<file path="config.mk">
export PLATFORM = sky130hd
export DESIGN_NAME = bridge_parity_queue
export DESIGN_NICKNAME = d
export VERILOG_FILES = /design/src/rtl/bpq_pkg.sv /design/src/rtl/bpq_fifo.sv /design/src/rtl/bpq_inbound.sv /design/src/rtl/bpq_errlog.sv /design/src/rtl/bridge_parity_queue.sv
export SDC_FILE = /design/constraint.sdc
export NUM_CORES = 1
export LEC_CHECK = 0
export BUFFER_PORTS_ARGS = -buffer_cell sky130_fd_sc_hd__buf_2
export CELL_PAD_IN_SITES_DETAIL_PLACEMENT = 0
export CELL_PAD_IN_SITES_GLOBAL_PLACEMENT = 2
export CORE_MARGIN = 1
export CORE_UTILIZATION = 48
export CTS_CLUSTER_SIZE = 24
export DETAILED_ROUTE_END_ITERATION = 6
export PLACE_DENSITY = 0.8
export SYNTH_ARGS = -nofsm -noshare
export SYNTH_HDL_FRONTEND = slang
export SYNTH_SLANG_ARGS = --single-unit
</file>
<file path="constraint.sdc">
create_clock -name clk -period 3.2 [get_ports clk]
set_input_delay 0.16 -clock clk [delete_from_list [all_inputs] [get_ports clk]]
set_output_delay 0.16 -clock clk [all_outputs]
set_load 0.05 [all_outputs]
</file>
<file path="src/rtl/bpq_pkg.sv">
package bpq_pkg;
  localparam int DATA_W  = 16;
  localparam int BE_W    = 2;
  localparam int ENTRY_W = DATA_W + BE_W + 1;
  localparam int NUM_Q   = 4;
  localparam int ERR_W   = NUM_Q + 2;

  typedef logic [ENTRY_W-1:0] entry_t;

  typedef enum logic [1:0] {
    CLS_PCIW = 2'd0,
    CLS_AGPL = 2'd1,
    CLS_AGPH = 2'd2,
    CLS_PCIR = 2'd3
  } qcls_e;

  typedef enum logic [1:0] {
    ST_HDR  = 2'd0,
    ST_DATA = 2'd1,
    ST_DROP = 2'd2
  } rx_st_e;
endpackage

</file>
<file path="src/rtl/bpq_fifo.sv">
module bpq_fifo #(
  parameter int W     = 19,
  parameter int DEPTH = 8
) (
  input  logic         clk,
  input  logic         rst_n,
  input  logic         push,
  input  logic [W-1:0] wdata,
  input  logic         pop,
  output logic [W-1:0] rdata,
  output logic         empty,
  output logic         full
);
  localparam int AW = (DEPTH > 1) ? $clog2(DEPTH) : 1;
  localparam int CW = $clog2(DEPTH + 1);

  logic [AW-1:0] wp_q, wp_d, rp_q, rp_d;
  logic [CW-1:0] cnt_q, cnt_d;
  logic [W-1:0]  mem_q [DEPTH];

  function automatic logic [AW-1:0] adv(input logic [AW-1:0] p);
    return (p == AW'(DEPTH - 1)) ? '0 : p + AW'(1);
  endfunction

  always_comb begin
    wp_d  = push ? adv(wp_q) : wp_q;
    rp_d  = pop  ? adv(rp_q) : rp_q;
    cnt_d = cnt_q + CW'(push) - CW'(pop);
  end

  always_ff @(posedge clk or negedge rst_n) begin
    if (!rst_n) begin
      wp_q  <= '0;
      rp_q  <= '0;
      cnt_q <= '0;
    end else begin
      wp_q  <= wp_d;
      rp_q  <= rp_d;
      cnt_q <= cnt_d;
    end
  end

  always_ff @(posedge clk) begin
    if (push) mem_q[wp_q] <= wdata;
  end

  assign rdata = mem_q[rp_q];
  assign empty = (cnt_q == '0);
  assign full  = (cnt_q == CW'(DEPTH));


  no_overflow_chk: assert property (@(posedge clk) disable iff (!rst_n) full |-> !push || pop);

  no_underflow_chk: assert property (@(posedge clk) disable iff (!rst_n) empty |-> !pop);
endmodule

</file>
<file path="src/rtl/bpq_inbound.sv">
module bpq_inbound
  import bpq_pkg::*;
#(
  parameter int LEN_W = 4
) (
  input  logic               clk,
  input  logic               rst_n,
  input  logic               in_valid,
  output logic               in_ready,
  input  logic [DATA_W-1:0]  in_data,
  input  logic [BE_W-1:0]    in_be,
  input  logic               in_par,
  input  logic [NUM_Q-1:0]   q_full,
  output logic [NUM_Q-1:0]   push,
  output entry_t             wentry,
  output entry_t             rx_entry,
  output logic               hdr_err,
  output logic               dat_err,
  output logic               bini
);
  rx_st_e           st_q, st_d;
  logic [LEN_W-1:0] cnt_q, cnt_d;
  logic [1:0]       cls_q, cls_d;
  logic             bini_q;
  logic             acc, par_ok, to_pci;
  logic [LEN_W-1:0] hlen;

  assign par_ok   = ~^{in_par, in_be, in_data};
  assign hlen     = in_data[2 +: LEN_W];
  assign in_ready = (st_q == ST_DATA) ? !q_full[cls_q] : 1'b1;
  assign acc      = in_valid && in_ready;
  assign to_pci   = (cls_q == CLS_PCIW) || (cls_q == CLS_PCIR);
  assign rx_entry = {in_par, in_be, in_data};

  always_comb begin
    st_d    = st_q;
    cnt_d   = cnt_q;
    cls_d   = cls_q;
    push    = '0;
    hdr_err = 1'b0;
    dat_err = 1'b0;
    wentry  = rx_entry;
    if (acc) begin
      unique case (st_q)
        ST_HDR: begin
          cnt_d = hlen;
          cls_d = in_data[1:0];
          if (!par_ok) begin
            hdr_err = 1'b1;
            if (hlen != '0) st_d = ST_DROP;
          end else if (hlen != '0) begin
            st_d = ST_DATA;
          end
        end
        ST_DATA, ST_DROP: begin
          cnt_d = cnt_q - LEN_W'(1);
          if (cnt_q == LEN_W'(1)) st_d = ST_HDR;
          if (st_q == ST_DATA) begin
            push[cls_q] = 1'b1;
            dat_err     = !par_ok;
            if (!par_ok && to_pci) wentry = {~^{in_be, in_data}, in_be, in_data};
          end
        end
        default: st_d = ST_HDR;
      endcase
    end
  end

  always_ff @(posedge clk or negedge rst_n) begin
    if (!rst_n) begin
      st_q   <= ST_HDR;
      cnt_q  <= '0;
      cls_q  <= '0;
      bini_q <= 1'b0;
    end else begin
      st_q   <= st_d;
      cnt_q  <= cnt_d;
      cls_q  <= cls_d;
      bini_q <= hdr_err;
    end
  end

  assign bini = bini_q;


  drop_no_push_chk: assert property (@(posedge clk) disable iff (!rst_n) (st_q == ST_DROP) |-> (push == '0));

  push_not_full_chk: assert property (@(posedge clk) disable iff (!rst_n) (push & q_full) == '0);
endmodule

</file>
<file path="src/rtl/bpq_errlog.sv">
module bpq_errlog
  import bpq_pkg::*;
(
  input  logic             clk,
  input  logic             rst_n,
  input  logic [ERR_W-1:0] set,
  input  logic [ERR_W-1:0] clr,
  input  entry_t           cap_in,
  output logic [ERR_W-1:0] status,
  output entry_t           cap
);
  logic [ERR_W-1:0] st_q, st_d;
  entry_t           cap_q, cap_d;
  logic             cap_en;

  assign cap_en = (st_q == '0) && (set != '0);

  always_comb begin
    st_d  = (st_q & ~clr) | set;
    cap_d = cap_en ? cap_in : cap_q;
  end

  always_ff @(posedge clk or negedge rst_n) begin
    if (!rst_n) begin
      st_q  <= '0;
      cap_q <= '0;
    end else begin
      st_q  <= st_d;
      cap_q <= cap_d;
    end
  end

  assign status = st_q;
  assign cap    = cap_q;

  for (genvar i = 0; i < ERR_W; i++) begin : g_sticky

    sticky_chk: assert property (@(posedge clk) disable iff (!rst_n) (st_q[i] && !clr[i]) |=> st_q[i]);
  end

  cap_hold_chk: assert property (@(posedge clk) disable iff (!rst_n) (st_q != '0) |=> $stable(cap_q));
endmodule

</file>
<file path="src/rtl/bridge_parity_queue.sv">
module bridge_parity_queue
  import bpq_pkg::*;
#(
  parameter int DEPTH = 8,
  parameter int LEN_W = 4
) (
  input  logic              clk,
  input  logic              rst_n,
  input  logic              in_valid,
  output logic              in_ready,
  input  logic [DATA_W-1:0] in_data,
  input  logic [BE_W-1:0]   in_be,
  input  logic              in_par,
  output logic              bus_init_err,
  output logic              pciw_valid,
  input  logic              pciw_ready,
  output logic [DATA_W-1:0] pciw_data,
  output logic [BE_W-1:0]   pciw_be,
  output logic              pciw_par,
  output logic              agp_valid,
  input  logic              agp_ready,
  output logic              agp_hi,
  output logic [DATA_W-1:0] agp_data,
  output logic [BE_W-1:0]   agp_be,
  output logic              agp_par,
  output logic              pcir_valid,
  input  logic              pcir_ready,
  output logic [DATA_W-1:0] pcir_data,
  output logic [BE_W-1:0]   pcir_be,
  output logic              pcir_par,
  input  logic [ERR_W-1:0]  err_clr,
  output logic [ERR_W-1:0]  err_status,
  output logic [ENTRY_W-1:0] err_capture
);
  logic [1:0]       rs_q;
  logic             rst_i;
  logic [NUM_Q-1:0] push, pop, q_full, q_empty, rd_err;
  entry_t           head [NUM_Q];
  entry_t           wentry, rx_entry, cap_in, agp_e;
  logic             hdr_err, dat_err;

  always_ff @(posedge clk or negedge rst_n) begin
    if (!rst_n) rs_q <= '0;
    else        rs_q <= {rs_q[0], 1'b1};
  end
  assign rst_i = rs_q[1];

  bpq_inbound #(.LEN_W(LEN_W)) u_rx (
    .clk(clk), .rst_n(rst_i), .in_valid(in_valid), .in_ready(in_ready),
    .in_data(in_data), .in_be(in_be), .in_par(in_par), .q_full(q_full),
    .push(push), .wentry(wentry), .rx_entry(rx_entry), .hdr_err(hdr_err),
    .dat_err(dat_err), .bini(bus_init_err)
  );

  for (genvar q = 0; q < NUM_Q; q++) begin : g_q
    bpq_fifo #(.W(ENTRY_W), .DEPTH(DEPTH)) u_fifo (
      .clk(clk), .rst_n(rst_i), .push(push[q]), .wdata(wentry), .pop(pop[q]),
      .rdata(head[q]), .empty(q_empty[q]), .full(q_full[q])
    );
    assign rd_err[q] = pop[q] && (^head[q]);
  end

  // output side: AGP high-priority queue wins over the low one
  assign agp_hi     = !q_empty[CLS_AGPH];
  assign agp_valid  = !q_empty[CLS_AGPH] || !q_empty[CLS_AGPL];
  assign agp_e      = agp_hi ? head[CLS_AGPH] : head[CLS_AGPL];
  assign pciw_valid = !q_empty[CLS_PCIW];
  assign pcir_valid = !q_empty[CLS_PCIR];

  assign pop[CLS_PCIW] = pciw_valid && pciw_ready;
  assign pop[CLS_AGPH] = agp_valid && agp_ready && agp_hi;
  assign pop[CLS_AGPL] = agp_valid && agp_ready && !agp_hi;
  assign pop[CLS_PCIR] = pcir_valid && pcir_ready;

  assign {pciw_par, pciw_be, pciw_data} = head[CLS_PCIW];
  assign {agp_par, agp_be, agp_data}    = agp_e;
  assign {pcir_par, pcir_be, pcir_data} = head[CLS_PCIR];

  always_comb begin
    cap_in = rx_entry;
    if (!hdr_err && !dat_err) begin
      for (int q = NUM_Q - 1; q >= 0; q--) begin
        if (rd_err[q]) cap_in = head[q];
      end
    end
  end

  bpq_errlog u_err (
    .clk(clk), .rst_n(rst_i), .set({rd_err, dat_err, hdr_err}), .clr(err_clr),
    .cap_in(cap_in), .status(err_status), .cap(err_capture)
  );


  bini_flag_chk: assert property (@(posedge clk) disable iff (!rst_i) bus_init_err |-> err_status[0]);

  pcir_rd_err_chk: assert property (@(posedge clk) disable iff (!rst_i)
    (pcir_valid && pcir_ready && (^{pcir_par, pcir_be, pcir_data})) |=> err_status[5]);

  agp_prio_chk: assert property (@(posedge clk) disable iff (!rst_i)
    (agp_valid && agp_ready && !agp_hi) |-> q_empty[CLS_AGPH]);
endmodule

</file>
==> metrics.md <==
| Metric | Value |
|---|---|
| Worst Setup SP | g_q[3].u_fifo.rp_q[0] |
| Worst flop-to-flop path startpoint | g_q[3].u_fifo.rp_q[0] |
| Placed wire-length estimate | 51700 µm |
| Maxcap violations | 0 |
| CTS tree | done |
| Max-slew violation count | 0 |
| Worst Tran Pin Value | 742 ps |
| Post-synth top flop | edfxtp_1 |
| Critical path type | reg2reg |
| Violated checks | negative setup slack |
| Synthesized Nets | 1672 |
| Skew-Pair Late Insertion Delay | 620 ps |
| Req. time, crit path | approximately 3700 ps |
| ANT nets after route | 0 |
| Boundary Pins | between 100 and 150 |
| Antenna violations before repair | 0 |
| DRC | 0 |
| Die Wd | roughly 250 µm |
| # port buffers | 118 |
| Worst setup EP type | register |
| Worst hold path class | in2reg |
| DRT Pass-1 Iters | 5 |
| Clk sinks | 684 |
| First-pass GRT wire length | 114000 µm |
| Clock Skew | 20.3 ps |
| Seq/Total Area, Yosys | 0.690 |
| Ant. Diodes | 0 |
| Setup violators final | 19 |
| Final setup margin | -416 ps |
| Fin crit share | 1.13 |
| Placeable Area | 60200 µm² |
| Endpoints failing hold | 0 |
| Clock Path Buffers | 3 |
| Starting DRT DRC Count | 1459 |
| Dpl ws | -793 ps |
| Hold_ws | 39.3 ps |
| Final wirelength | 78500 µm |
| Hold path start | in_valid |
| Syn Area/Cell | between 15 and 20 µm² |
| Tmin final | 3620 ps |
| Fmax achieved | 277 MHz |
| Worst-path clk slew | 60 ps |
| Routed length per instance | 27.6 µm |
| Cell Rows | 90 |
| Global placement routability congestion | 0.911 |
| Fillers | 4351 |
| Area Overhead vs Synth | 25.2% |
| Mapped cell area | 29200 µm² |
| Yosys reg bits | 684 |
| Status | finished with violations |
| Worst rel slew slack | 0.491 |
| Yosys cell types | 66 |
| Startpoint Class | register |
| Largest net degree at the start of global routing | 41 |
| Worst-path maximum fanout | 6 |
| Initial Util | 0.485 |
| Via count | 16369 |
| Vias in the first global route | approximately 16000 |
| Nets | 2091 |
| CTS buffer count | 72 |
| Layout cells sized above 1 | 0.393 |
| Final core occ | 0.607 |
| Number of synthesized flops with an enable pin | 608 |
| Asr flop ratio synth | 0.111 |
| Die area | 61800 µm² |
| H-tree depth | 3 |
| Root Driver | clkbuf_16 |
| Critical Path AT | between 4000 and 5000 ps |
| Synth warnings | 0 |
| Height of the chip | 249 µm |
| Cell count after synthesis | 1590 |
| GRT Total Usage | 0.258 |
| Total grt overflow | 0 |
| RSZ-0062 raised after global routing | true |
| Vias per inst | 5.75 |
## worst max-delay path: stages, from the launching register on
cell,delay (ps)
dfrtp_4,500
buf_8,140
buf_8,120
mux4_2,410
mux2_4,300
xnor2_2,140
xnor2_1,150
xnor3_1,450
xnor2_2,250
nor2_4,100
buf_6,140
nor3_4,270
buf_12,180
a21oi_4,100
o22a_1,250
## worst paths after layout
| check | end | slack, ps | cells past startpoint |
|---|---|---|---|
| max | u_err.cap[8] | -420 | 14 |
| min | u_rx.st_q[0] | 40 | 4 |
| max reg2reg | u_err.cap[8] | -420 | 14 |
| min reg2reg | u_err.status[5] | 340 | 0 |
| max in group asynchronous | g_q[2].u_fifo.rp_q[1] | 2100 | 1 |
| min in group asynchronous | u_err.status[5] | 340 | 0 |
## layer usage
metal  vias up  global-route usage  share of wire  wire (µm)
li1       7105                   -              -          -
met1      8561               0.372           0.43      33500
met2       624               0.400           0.47      36900
met3        79              0.0602          0.087       6840
met4         0              0.0614          0.016       1240
met5         -                   0              0          0
## cell type report
type / count / area, µm² / share of cell area
clock inverter: 28 / 417 / 0.0114
sequential: 684 / 20200 / 0.552
multi-input combinational: 755 / 8970 / 0.245
inverter: 84 / 315 / 0.00862
tap: 782 / 978 / 0.0268
clock buffer: 104 / 2070 / 0.0566
timing repair buffer: 412 / 3630 / 0.0994
## registers in the layout (all words and copies together), names as in the netlist
name	flops
u_rx.cls_q	2
u_err.cap	19
g_q.u_fifo.mem_q	608
g_q.u_fifo.cnt_q	16
u_rx.cnt_q	4
u_rx.bini	1
g_q.u_fifo.wp_q	12
u_rx.st_q	2
u_err.status	6
g_q.u_fifo.rp_q	12
rs_q	2
## stage by stage
step,area [µm²],std cells,TNS [ps]
final,36600,2849,-7160
after global routing,36600,2849,-9950
after CTS,36200,2829,-6900
after detailed placement,33000,2656,-12680
after global placement,33000,2656,-12570
after floorplan,29500,1590,-22620
## cell usage in the layout, fill, tap and decap left out, types with 14 or more instances in the layout
cell,netlist,routed
nand2_1,49,48
inv_1,83,82
mux2i_1,91,75
buf_4,14,209
mux2i_2,3,18
nor2_1,40,27
ha_1,47,47
mux2_2,36,25
o22ai_1,17,16
xor2_1,36,34
a21oi_1,37,34
clkbuf_16,0,77
xnor2_1,57,49
mux2_4,1,14
buf_2,25,118
mux4_2,148,148
clkbuf_1,18,23
edfxtp_1,608,608
o21ai_0,35,24
dfrtp_1,76,68
buf_12,3,57
## timing repair
| action | in CTS | in global routing |
|---|---|---|
| hold buffers | 12 | 0 |
| setup endpoints to repair | 19 | 22 |
| cloned | 7 | 1 |
| buffers inserted | 23 | 19 |
| endpoints found under the hold margin | 19 | 0 |
| resized for setup | 51 | 55 |
| pin swaps | 25 | 19 |
## kinds of logic (layout without fill, tap and decap cells)
logic type	Yosys count	in the layout	share of synthesized area
other	1	1	0.000128
AO/OA/AOI/OAI	144	150	0.0311
XOR/XNOR	104	104	0.0353
multiplexers	285	285	0.166
adder cells (fa/ha/maj)	51	51	0.0229
buffers and inverters	157	628	0.0270
AND/OR/NAND/NOR	164	164	0.0276
flip-flops	684	684	0.690
## Yosys cell counts, types with 4 or more instances
cell type | instances | area share
edfxtp_1 | 608 | 0.63
mux4_2 | 148 | 0.11
mux2i_1 | 91 | 0.031
inv_1 | 83 | 0.011
dfrtp_1 | 76 | 0.065
xnor2_1 | 57 | 0.017
nand2_1 | 49 | 0.0063
ha_1 | 47 | 0.020
nor2_1 | 40 | 0.0051
a21oi_1 | 37 | 0.0063
mux2_2 | 36 | 0.014
xor2_1 | 36 | 0.011
o21ai_0 | 35 | 0.0060
buf_2 | 25 | 0.0043
nor3_1 | 20 | 0.0034
clkbuf_1 | 18 | 0.0023
o22ai_1 | 17 | 0.0036
buf_4 | 14 | 0.0036
a21o_1 | 10 | 0.0026
nand3_1 | 10 | 0.0017
nand2b_1 | 9 | 0.0019
nor3b_1 | 9 | 0.0023
a31oi_1 | 7 | 0.0015
buf_6 | 7 | 0.0027
o21ai_1 | 7 | 0.0012
xnor2_2 | 6 | 0.0033
nor4_1 | 5 | 0.0011
o221ai_1 | 5 | 0.0015
buf_1 | 4 | 0.00051
fa_1 | 4 | 0.0027
mux4_1 | 4 | 0.0036
nor4b_1 | 4 | 0.0012
Power is not shown: default switching activity piles up to over one toggle a cycle in this logic, so the estimate is an artifact.
